$ cat config.mk
export PLATFORM = sky130hd
export DESIGN_NAME = memmap_decoder
export DESIGN_NICKNAME = d
export VERILOG_FILES = /design/src/rtl/memmap_pkg.sv /design/src/rtl/memmap_cfg_regs.sv /design/src/rtl/memmap_readback.sv /design/src/rtl/memmap_prio_decode.sv /design/src/rtl/memmap_decoder.sv
export SDC_FILE = /design/constraint.sdc
export NUM_CORES = 1
export LEC_CHECK = 0
export BUFFER_PORTS_ARGS = -buffer_cell sky130_fd_sc_hd__clkbuf_2
export CORE_ASPECT_RATIO = 1.4
export CORE_UTILIZATION = 50
export CTS_CLUSTER_DIAMETER = 30
export CTS_CLUSTER_SIZE = 10
export DETAILED_ROUTE_END_ITERATION = 6
export PLACE_DENSITY = 0.73
export SETUP_SLACK_MARGIN = 0.05
export SLEW_MARGIN = 20
export SYNTH_ARGS = -nofsm -noshare
export SYNTH_HDL_FRONTEND = slang
export SYNTH_HIERARCHICAL = 1
export SYNTH_SLANG_ARGS = --single-unit
$ cat constraint.sdc
create_clock -name clk -period 5.4 [get_ports clk]
set_input_delay 1.35 -clock clk [delete_from_list [all_inputs] [get_ports clk]]
set_output_delay 1.35 -clock clk [all_outputs]
set_load 0.05 [all_outputs]
$ cat src/rtl/memmap_pkg.sv
package memmap_pkg;

    localparam int ADDR_W       = 16;
    localparam int DATA_W       = 8;
    localparam int NUM_RES      = 6;
    localparam int NUM_MAP_REGS = 4;

    // Base field widths; each field supplies the top bits of its base address
    localparam int REG_FIELD_W = 5;
    localparam int RAM_FIELD_W = 5;
    localparam int EE_FIELD_W  = 4;

    typedef enum logic [2:0] {
        RES_DBG   = 3'd0,
        RES_REG   = 3'd1,
        RES_RAM   = 3'd2,
        RES_EE    = 3'd3,
        RES_FLASH = 3'd4,
        RES_EXT   = 3'd5
    } res_e;

    typedef enum logic [1:0] {
        MR_REG  = 2'd0,
        MR_RAM  = 2'd1,
        MR_EE   = 2'd2,
        MR_MISC = 2'd3
    } map_reg_e;

    typedef struct packed {
        logic [REG_FIELD_W-1:0] reg_base;
        logic [RAM_FIELD_W-1:0] ram_base;
        logic [EE_FIELD_W-1:0]  ee_base;
        logic                   port_emu;
    } map_cfg_t;

    // Address a falls in [base, base+size)
    function automatic logic in_window(logic [ADDR_W-1:0] a,
                                       logic [ADDR_W-1:0] base,
                                       logic [ADDR_W:0]   size);
        logic [ADDR_W:0] diff;
        diff = {1'b0, a} - {1'b0, base};
        return (a >= base) && (diff < size);
    endfunction

endpackage

$ cat src/rtl/memmap_cfg_regs.sv
module memmap_cfg_regs
    import memmap_pkg::*;
#(
    parameter logic [REG_FIELD_W-1:0] REG_BASE_RST = 5'h00,
    parameter logic [RAM_FIELD_W-1:0] RAM_BASE_RST = 5'h01,
    parameter logic [EE_FIELD_W-1:0]  EE_BASE_RST  = 4'h1
) (
    input  logic                    clk,
    input  logic                    rst,
    input  logic                    mode_special,
    input  logic                    wr_en,
    input  logic [1:0]              wr_sel,
    input  logic [DATA_W-1:0]       wr_data,
    output map_cfg_t                cfg_shadow,
    output map_cfg_t                cfg_active,
    output logic [NUM_MAP_REGS-1:0] written
);

    localparam map_cfg_t CFG_RST = '{
        reg_base: REG_BASE_RST,
        ram_base: RAM_BASE_RST,
        ee_base:  EE_BASE_RST,
        port_emu: 1'b0
    };

    logic [NUM_MAP_REGS-1:0] wr_hit;
    logic [NUM_MAP_REGS-1:0] accept;

    for (genvar g = 0; g < NUM_MAP_REGS; g++) begin : g_guard
        assign wr_hit[g] = wr_en && (wr_sel == 2'(g));
        if (g == int'(MR_MISC)) begin : g_emu
            // special: all but the first write; normal: only the first
            assign accept[g] = wr_hit[g] &&
                               (mode_special ? written[g] : !written[g]);
        end else begin : g_base
            assign accept[g] = wr_hit[g] && (mode_special || !written[g]);
        end

        always_ff @(posedge clk) begin
            if (rst) begin
                written[g] <= 1'b0;
            end else if (wr_hit[g]) begin
                written[g] <= 1'b1;
            end
        end
    end

    always_ff @(posedge clk) begin
        if (rst) begin
            cfg_shadow <= CFG_RST;
        end else begin
            if (accept[MR_REG])
                cfg_shadow.reg_base <= wr_data[DATA_W-1 -: REG_FIELD_W];
            if (accept[MR_RAM])
                cfg_shadow.ram_base <= wr_data[DATA_W-1 -: RAM_FIELD_W];
            if (accept[MR_EE])
                cfg_shadow.ee_base  <= wr_data[DATA_W-1 -: EE_FIELD_W];
            if (accept[MR_MISC])
                cfg_shadow.port_emu <= wr_data[0];
        end
    end

    // Second stage: the decode sees a new mapping one cycle after readback
    always_ff @(posedge clk) begin
        if (rst) begin
            cfg_active <= CFG_RST;
        end else begin
            cfg_active <= cfg_shadow;
        end
    end

endmodule

$ cat src/rtl/memmap_readback.sv
module memmap_readback
    import memmap_pkg::*;
(
    input  logic [1:0]        rd_sel,
    input  map_cfg_t          cfg,
    output logic [DATA_W-1:0] rd_data
);

    always_comb begin
        rd_data = '0;
        unique case (map_reg_e'(rd_sel))
            MR_REG:  rd_data[DATA_W-1 -: REG_FIELD_W] = cfg.reg_base;
            MR_RAM:  rd_data[DATA_W-1 -: RAM_FIELD_W] = cfg.ram_base;
            MR_EE:   rd_data[DATA_W-1 -: EE_FIELD_W]  = cfg.ee_base;
            MR_MISC: rd_data[0]                       = cfg.port_emu;
            default: rd_data = '0;
        endcase
    end

endmodule

$ cat src/rtl/memmap_prio_decode.sv
module memmap_prio_decode
    import memmap_pkg::*;
#(
    parameter int                REG_BYTES  = 512,
    parameter int                RAM_BYTES  = 1024,
    parameter int                EE_BYTES   = 768,
    parameter int                PORT_OFS   = 8,
    parameter int                PORT_BYTES = 4,
    parameter logic [ADDR_W-1:0] DBG_LO     = 16'hFF00,
    parameter logic [ADDR_W-1:0] FLASH_LO   = 16'h8000
) (
    input  logic [ADDR_W-1:0]  addr,
    input  map_cfg_t           cfg,
    input  logic               dbg_active,
    input  logic               mode_expanded,
    output logic [NUM_RES-1:0] sel
);

    localparam int REG_SHIFT = ADDR_W - REG_FIELD_W;
    localparam int RAM_SHIFT = ADDR_W - RAM_FIELD_W;
    localparam int EE_SHIFT  = ADDR_W - EE_FIELD_W;

    logic [ADDR_W-1:0]  reg_lo, ram_lo, ee_lo, port_lo;
    logic               port_hole;
    logic [NUM_RES-1:0] hit;

    assign reg_lo  = {cfg.reg_base, {REG_SHIFT{1'b0}}};
    assign ram_lo  = {cfg.ram_base, {RAM_SHIFT{1'b0}}};
    assign ee_lo   = {cfg.ee_base,  {EE_SHIFT{1'b0}}};
    assign port_lo = reg_lo + ADDR_W'(PORT_OFS);

    assign port_hole = cfg.port_emu && mode_expanded &&
                       in_window(addr, port_lo, (ADDR_W+1)'(PORT_BYTES));

    assign hit[RES_DBG]   = dbg_active && (addr >= DBG_LO);
    assign hit[RES_REG]   = in_window(addr, reg_lo, (ADDR_W+1)'(REG_BYTES)) && !port_hole;
    assign hit[RES_RAM]   = in_window(addr, ram_lo, (ADDR_W+1)'(RAM_BYTES));
    assign hit[RES_EE]    = in_window(addr, ee_lo,  (ADDR_W+1)'(EE_BYTES));
    assign hit[RES_FLASH] = addr >= FLASH_LO;
    assign hit[RES_EXT]   = 1'b1;

    // Lowest index wins
    always_comb begin
        logic taken;
        sel   = '0;
        taken = 1'b0;
        for (int i = 0; i < NUM_RES; i++) begin
            if (hit[i] && !taken) begin
                sel[i] = 1'b1;
                taken  = 1'b1;
            end
        end
    end

endmodule

$ cat src/rtl/memmap_decoder.sv
module memmap_decoder
    import memmap_pkg::*;
#(
    parameter logic [4:0]  REG_BASE_RST = 5'h00,
    parameter logic [4:0]  RAM_BASE_RST = 5'h01,
    parameter logic [3:0]  EE_BASE_RST  = 4'h1,
    parameter int          REG_BYTES    = 512,
    parameter int          RAM_BYTES    = 1024,
    parameter int          EE_BYTES     = 768,
    parameter int          PORT_OFS     = 8,
    parameter int          PORT_BYTES   = 4,
    parameter logic [15:0] DBG_LO       = 16'hFF00,
    parameter logic [15:0] FLASH_LO     = 16'h8000
) (
    input  logic        clk,
    input  logic        rst,
    input  logic        mode_special,
    input  logic        mode_expanded,
    input  logic        dbg_active,
    input  logic        wr_en,
    input  logic [1:0]  wr_sel,
    input  logic [7:0]  wr_data,
    input  logic [1:0]  rd_sel,
    output logic [7:0]  rd_data,
    input  logic [15:0] addr,
    output logic [5:0]  sel
);

    map_cfg_t                cfg_shadow;
    map_cfg_t                cfg_active;
    logic [NUM_MAP_REGS-1:0] written;

    memmap_cfg_regs #(
        .REG_BASE_RST (REG_BASE_RST),
        .RAM_BASE_RST (RAM_BASE_RST),
        .EE_BASE_RST  (EE_BASE_RST)
    ) u_regs (
        .clk          (clk),
        .rst          (rst),
        .mode_special (mode_special),
        .wr_en        (wr_en),
        .wr_sel       (wr_sel),
        .wr_data      (wr_data),
        .cfg_shadow   (cfg_shadow),
        .cfg_active   (cfg_active),
        .written      (written)
    );

    memmap_readback u_rb (
        .rd_sel  (rd_sel),
        .cfg     (cfg_shadow),
        .rd_data (rd_data)
    );

    memmap_prio_decode #(
        .REG_BYTES  (REG_BYTES),
        .RAM_BYTES  (RAM_BYTES),
        .EE_BYTES   (EE_BYTES),
        .PORT_OFS   (PORT_OFS),
        .PORT_BYTES (PORT_BYTES),
        .DBG_LO     (DBG_LO),
        .FLASH_LO   (FLASH_LO)
    ) u_dec (
        .addr          (addr),
        .cfg           (cfg_active),
        .dbg_active    (dbg_active),
        .mode_expanded (mode_expanded),
        .sel           (sel)
    );

endmodule

* After elaboration in Yosys (flattened, before gate mapping)
Cells that the tools add are included.
Word-level totals: flip-flop bits (word level) 34, bits in latches 0, memory bits (writable) 0, ROM bits 0, input bits 34, output and inout bits 14, word-level logic and storage cells 81, memories 0
Operators by class: $add $sub $neg 5, $mul 0, divide/modulo/power cells 0, $lt $le $gt $ge 10, equality and inequality tests 6, shifts and indexed selects 0, multiplexer cells 14, bitwise operators 0, reductions and logical operators 34
Operator list (count):
- 16-bit by 16-bit subtractor with 17-bit output | 4
- 16-bit >= comparator | 4
- 17-bit by 10-bit less-than comparator with 1-bit output, second input constant | 2
- 16-bit >= comparator, second input constant | 2
- 1-bit logical AND | 20
- 17-bit by 11-bit less-than comparator with 1-bit output, second input constant | 1
- 17-bit by 3-bit less-than comparator with 1-bit output, second input constant | 1
- 16-bit by 4-bit adder with 16-bit output, second input constant | 1
- 1-bit two-way mux | 12
- 4-bit one-hot mux with 3 select lines | 1
- 1-bit logical NOT | 9
- 2-bit == test, second input constant | 4
- 2-bit by 1-bit == test with 1-bit output, second input constant | 2
- 2-bit logical NOT | 2
- 1-bit logical OR | 3
- 1-bit one-hot mux with 2 select lines | 1

* Logic depth before layout (Yosys ltp)
depth in word-level cells 19, mapped depth 9, gate-level depth less buffers 8

* Hierarchy
Netlist, hierarchy kept.
By module, submodules not included:
- memmap_cfg_regs | instances 1, cells each 106, area each 1153.6 µm², sequential area each 680.7 µm²
- memmap_prio_decode | instances 1, cells each 114, area each 813.3 µm², sequential area each 0.0 µm²
- memmap_readback | instances 1, cells each 16, area each 136.4 µm², sequential area each 0.0 µm²

* Least setup slack after synthesis
Ideal clock, no wire load.
kind input -> output, from input addr[13], to output sel[2], arrival time 4012 ps, required time 4050 ps, path slack 38 ps, cell stages on the path 7, buffers on the path 1, cells stage by stage ha_1 > buf_2 > xnor2_1 > or4b_1 > or2_1 > a31oi_1 > nor2_1
On the way: cells in the longest elaborated chain, start to end 11, elaborated cells on any way between the ends 24, those cells by class add/sub (3); order compare (7); mux (3); reduce/logical (11)
RTL lines:
- from (decl) | RTL line memmap_decoder.sv:25 | input logic [15:0] addr,
- 16-bit by 16-bit subtractor with 17-bit output | RTL line memmap_pkg.sv:41 | diff = {1'b0, a} - {1'b0, base};
- 17-bit by 3-bit less-than comparator with 1-bit output | RTL line memmap_pkg.sv:42 | return (a >= base) && (diff < size);
- 1-bit logical AND | RTL line memmap_pkg.sv:42
- 1-bit logical AND | RTL line memmap_prio_decode.sv:32 | assign port_hole = cfg.port_emu && mode_expanded &&
- 1-bit logical NOT | RTL line memmap_prio_decode.sv:36 | assign hit[RES_REG] = in_window(addr, reg_lo, (ADDR_W+1)'(REG_BYTES)) && !port_hole;
- 1-bit logical AND | RTL line memmap_prio_decode.sv:36
- 1-bit logical AND | RTL line memmap_prio_decode.sv:48 | if (hit[i] && !taken) begin
- 1-bit two-way mux | RTL line memmap_prio_decode.sv:48
- 1-bit logical NOT | RTL line memmap_prio_decode.sv:48
- 1-bit logical AND (*) | RTL line memmap_prio_decode.sv:48
- 1-bit two-way mux (*) | RTL line memmap_prio_decode.sv:48
- to (decl) | RTL line memmap_decoder.sv:26 | output logic [5:0] sel
Mark *: on every way between the ends. The rest lies on a longest branch, timed or not.

* Worst setup path in the final report
from input addr[13], to output sel[4]
On the way: cells in the longest elaborated chain, start to end 17, elaborated cells on any way between the ends 35, those cells by class add/sub (4); order compare (10); mux (5); reduce/logical (16)
RTL lines (RTL line):
- 16-bit by 16-bit subtractor with 17-bit output | memmap_pkg.sv:41
- 17-bit by 3-bit less-than comparator with 1-bit output | memmap_pkg.sv:42
- 1-bit logical AND | memmap_pkg.sv:42
- 1-bit logical AND | memmap_prio_decode.sv:32
- 1-bit logical NOT | memmap_prio_decode.sv:36
- 1-bit logical AND | memmap_prio_decode.sv:36
- 1-bit logical AND | memmap_prio_decode.sv:48
- 1-bit two-way mux | memmap_prio_decode.sv:48
- 1-bit logical NOT | memmap_prio_decode.sv:48
- 1-bit logical AND | memmap_prio_decode.sv:48
- 1-bit two-way mux | memmap_prio_decode.sv:48
- 1-bit logical NOT | memmap_prio_decode.sv:48
- 1-bit logical AND | memmap_prio_decode.sv:48
- 1-bit two-way mux | memmap_prio_decode.sv:48
- 1-bit logical NOT | memmap_prio_decode.sv:48
- 1-bit logical AND (*) | memmap_prio_decode.sv:48
- 1-bit two-way mux (*) | memmap_prio_decode.sv:48
Marks and branches as above.

==> reports/results.ini <==
[outcome]
run_status=complete, but fails checks
violations=DRC

[clock_tree]
clk_path_buf_depth=2
cts_made_buffers=5
post-cts-setup-buffers=0
postCtsResizedCells=0
root_buffer=sky130_fd_sc_hd__clkbuf_8
cts_hold_repair.buffers=0
clkSinkCount=34
clkTransAtPathRegs_ns=0.07
clock_insertion_delay_worst_skew_ns=0.29
cts-htree-levels=2
cts_tree=built

[finish]
final_layout_net_count=329
antennaDiodeCount=0
post-route-util=0.608
final_layout_size_suffix_gt1_frac=0.229
layout_common_cells=sky130_fd_sc_hd__clkbuf_2 (41), sky130_fd_sc_hd__inv_1 (37), sky130_fd_sc_hd__dfxtp_1 (34)
layout_commonest_cell=sky130_fd_sc_hd__clkbuf_2
layout-area-overhead-vs-synth_pct=15.2
post-route-cell-area_um2=2420
filler_cell_count=369

[min_path]
timing.hold.worst_path_depth=2
hold_path_class=flip-flop to flip-flop
worst_hold_startpoint=u_regs/written[3]$_SDFFE_PP0P_
worst_case_hold_path_end_point=u_regs/written[3]$_SDFFE_PP0P_

[setup_path]
crit_path_start=addr[13]
path_class=input port to output pin
rr_startpoint=u_regs/written[0]$_SDFFE_PP0P_
cp_data_arrival_time_ns=3.75
worstReg2RegEnd=u_regs/cfg_shadow[10]$_SDFFE_PP0P_
r2r_slack_ns=4.19
critical_path.max_fanout=10
worst-endpoint-required_ns=4.05
r2r_cells=3
timing.critical_path.to_type=output pin
launching_element_type_of_the_critical_path=input port

[timing]
fin_skew_ns=0.00837
final_setup_violations=0
hold_fails_final_rpt=0
timing.final.crit_period_ns=5.10
timing_max_transition_violations_final=0
max_freq_mhz=196
min_period_over_period=0.944
finalSetupTns_ns=0
setup_repair_after_global_routing_missed_its_margin=no

[global_routing]
grt_start_max_net_pins=28
grt.overflow.total=0
grt_usage=0.209
number_of_global_route_vias_before_repair=1675
grt_pass1_wl_mm=7.09
initial_antenna_violation_count=0

[routing]
detail-route-antenna-nets=0
route.detailed.wl_per_inst_um=12.9
detail_route.iter0.violations=76
routed_wirelength_mm=4.16
detailedRoute.firstPassIterationCount=6
num_vias=1710
avgViaCountPerCell=5.31
detail_route.drc_violations=5

[synth]
synthesis.instances=236
most_common_flop_cell_mapped_by_yosys=sky130_fd_sc_hd__dfxtp_1
synth_cell_type_count=53
synth-seq-cells=34
number_of_flops_mapped_to_enable_cells_by_yosys=0
post_synth_instance_area_um2=2100
synth.yosys.warnings=6
syn_area_per_cell_um2=8.91
synthArstFlopShare=0
synth_sequential_area_ratio=0.324

[pwr]
power.ir.vdd_worst_v=0.000190
power.density_cell_area_nw_per_um2=233
p_leak_nw=1.13

[place]
placed_cell_area_um2=2330
numPortBuffers=41
place_hpwl_mm=3.38
gp_congestion=0.893

[floorplan]
std_cell_rows=27
fp.dieArea_um2=4470
core_area_um2=3990
starting_utilization_of_the_core_area=0.528
die-height_um=78.7
num_io_pins=48
die_width_um=56.8

[run]
timing.max_cap.violations=0

-- worst max-delay path by stage --
stage,depth (start not counted),end
final,9,sel[4]
after floorplan,8,sel[3]
after CTS,9,sel[4]
after global routing,9,sel[4]
after detailed placement,9,sel[4]
after global placement,9,sel[4]
-- synthesized netlist by cell type, types with 2 or more instances --
cell type                   number  area share
sky130_fd_sc_hd__nand3b_1        3       0.011
sky130_fd_sc_hd__xor2_1          3       0.012
sky130_fd_sc_hd__nand4_1         2      0.0059
sky130_fd_sc_hd__ha_1           15       0.089
sky130_fd_sc_hd__buf_2           2      0.0048
sky130_fd_sc_hd__inv_1          37       0.066
sky130_fd_sc_hd__fa_1            2       0.019
sky130_fd_sc_hd__nor2_1         14       0.025
sky130_fd_sc_hd__buf_4           3       0.011
sky130_fd_sc_hd__nand3_1         3      0.0071
sky130_fd_sc_hd__dfxtp_1        34        0.32
sky130_fd_sc_hd__a21oi_1        11       0.026
sky130_fd_sc_hd__a31oi_1         3      0.0089
sky130_fd_sc_hd__nor3_1          6       0.014
sky130_fd_sc_hd__nand2_1         9       0.016
sky130_fd_sc_hd__or3_1           3      0.0089
sky130_fd_sc_hd__and4_1          2      0.0083
sky130_fd_sc_hd__nand2b_1       17       0.051
sky130_fd_sc_hd__clkbuf_1        2      0.0036
sky130_fd_sc_hd__o2bb2ai_1       4       0.017
sky130_fd_sc_hd__o21ai_0         7       0.017
sky130_fd_sc_hd__mux2i_1        19       0.090
sky130_fd_sc_hd__nor2b_1         5       0.015
-- where the power goes --
group / switching [mW] / internal [mW]
clock network: 0.0892 / 0.103
logic: 0.0678 / 0.0425
registers: 0.00369 / 0.258
total: 0.161 / 0.404
-- cell families (layout without fill, tap and decap cells) --
kind of cell,after synthesis,count (layout),share of synthesized area
compound gates,40,40,0.150
xor+xnor,4,4,0.0167
fa+ha+maj,17,17,0.108
buf+inv,45,87,0.0869
flops,34,34,0.324
mux,20,20,0.0958
other cells,1,2,0.00178
simple gates,75,75,0.217
-- stage by stage --
step | setup WS (ns) | instances | power [mW] | hold WS [ns]
after CTS | 0.287 | 322 | 0.571 | 0.466
after floorplan | 0.152 | 237 | 0.346 | 0.417
final | 0.301 | 322 | 0.564 | 0.463
after global routing | 0.0823 | 322 | 0.592 | 0.490
after global placement | 0.337 | 314 | 0.375 | 0.438
after detailed placement | 0.293 | 314 | 0.379 | 0.438
-- layout make-up --
cell class / count / area (um2) / share of cell area
Clock inverter: 1 / 5.00 / 0.00207
Timing Repair Buffer: 41 / 205 / 0.0847
Clock buffer: 7 / 86.3 / 0.0356
Inverter: 38 / 143 / 0.0589
Multi-Input combinational cell: 158 / 1250 / 0.516
Tap cell: 43 / 53.8 / 0.0222
Sequential cell: 34 / 681 / 0.281
-- sequential cells by signal, summed over array words and instances, names as in the netlist --
signal / flops
u_regs/cfg_shadow: 15
u_regs/written: 4
u_regs/cfg_active: 15
-- layer usage --
metal  track usage  wire [um]  vias up
li1              -          -      886
met1         0.206       1640      774
met2         0.390       2190       37
met3        0.0440        147       13
met4         0.132        182        0
met5             0          0        -
-- critical path: stages --
cell,delay [ns]
sky130_fd_sc_hd__clkbuf_2,0.13
sky130_fd_sc_hd__ha_1,0.44
sky130_fd_sc_hd__a21oi_1,0.27
sky130_fd_sc_hd__o21ai_0,0.14
sky130_fd_sc_hd__or3_1,0.34
sky130_fd_sc_hd__a221oi_2,0.37
sky130_fd_sc_hd__o211ai_2,0.16
sky130_fd_sc_hd__nor4b_2,0.23
sky130_fd_sc_hd__clkbuf_2,0.31
Note: power is estimated with default switching activity, not from simulation.
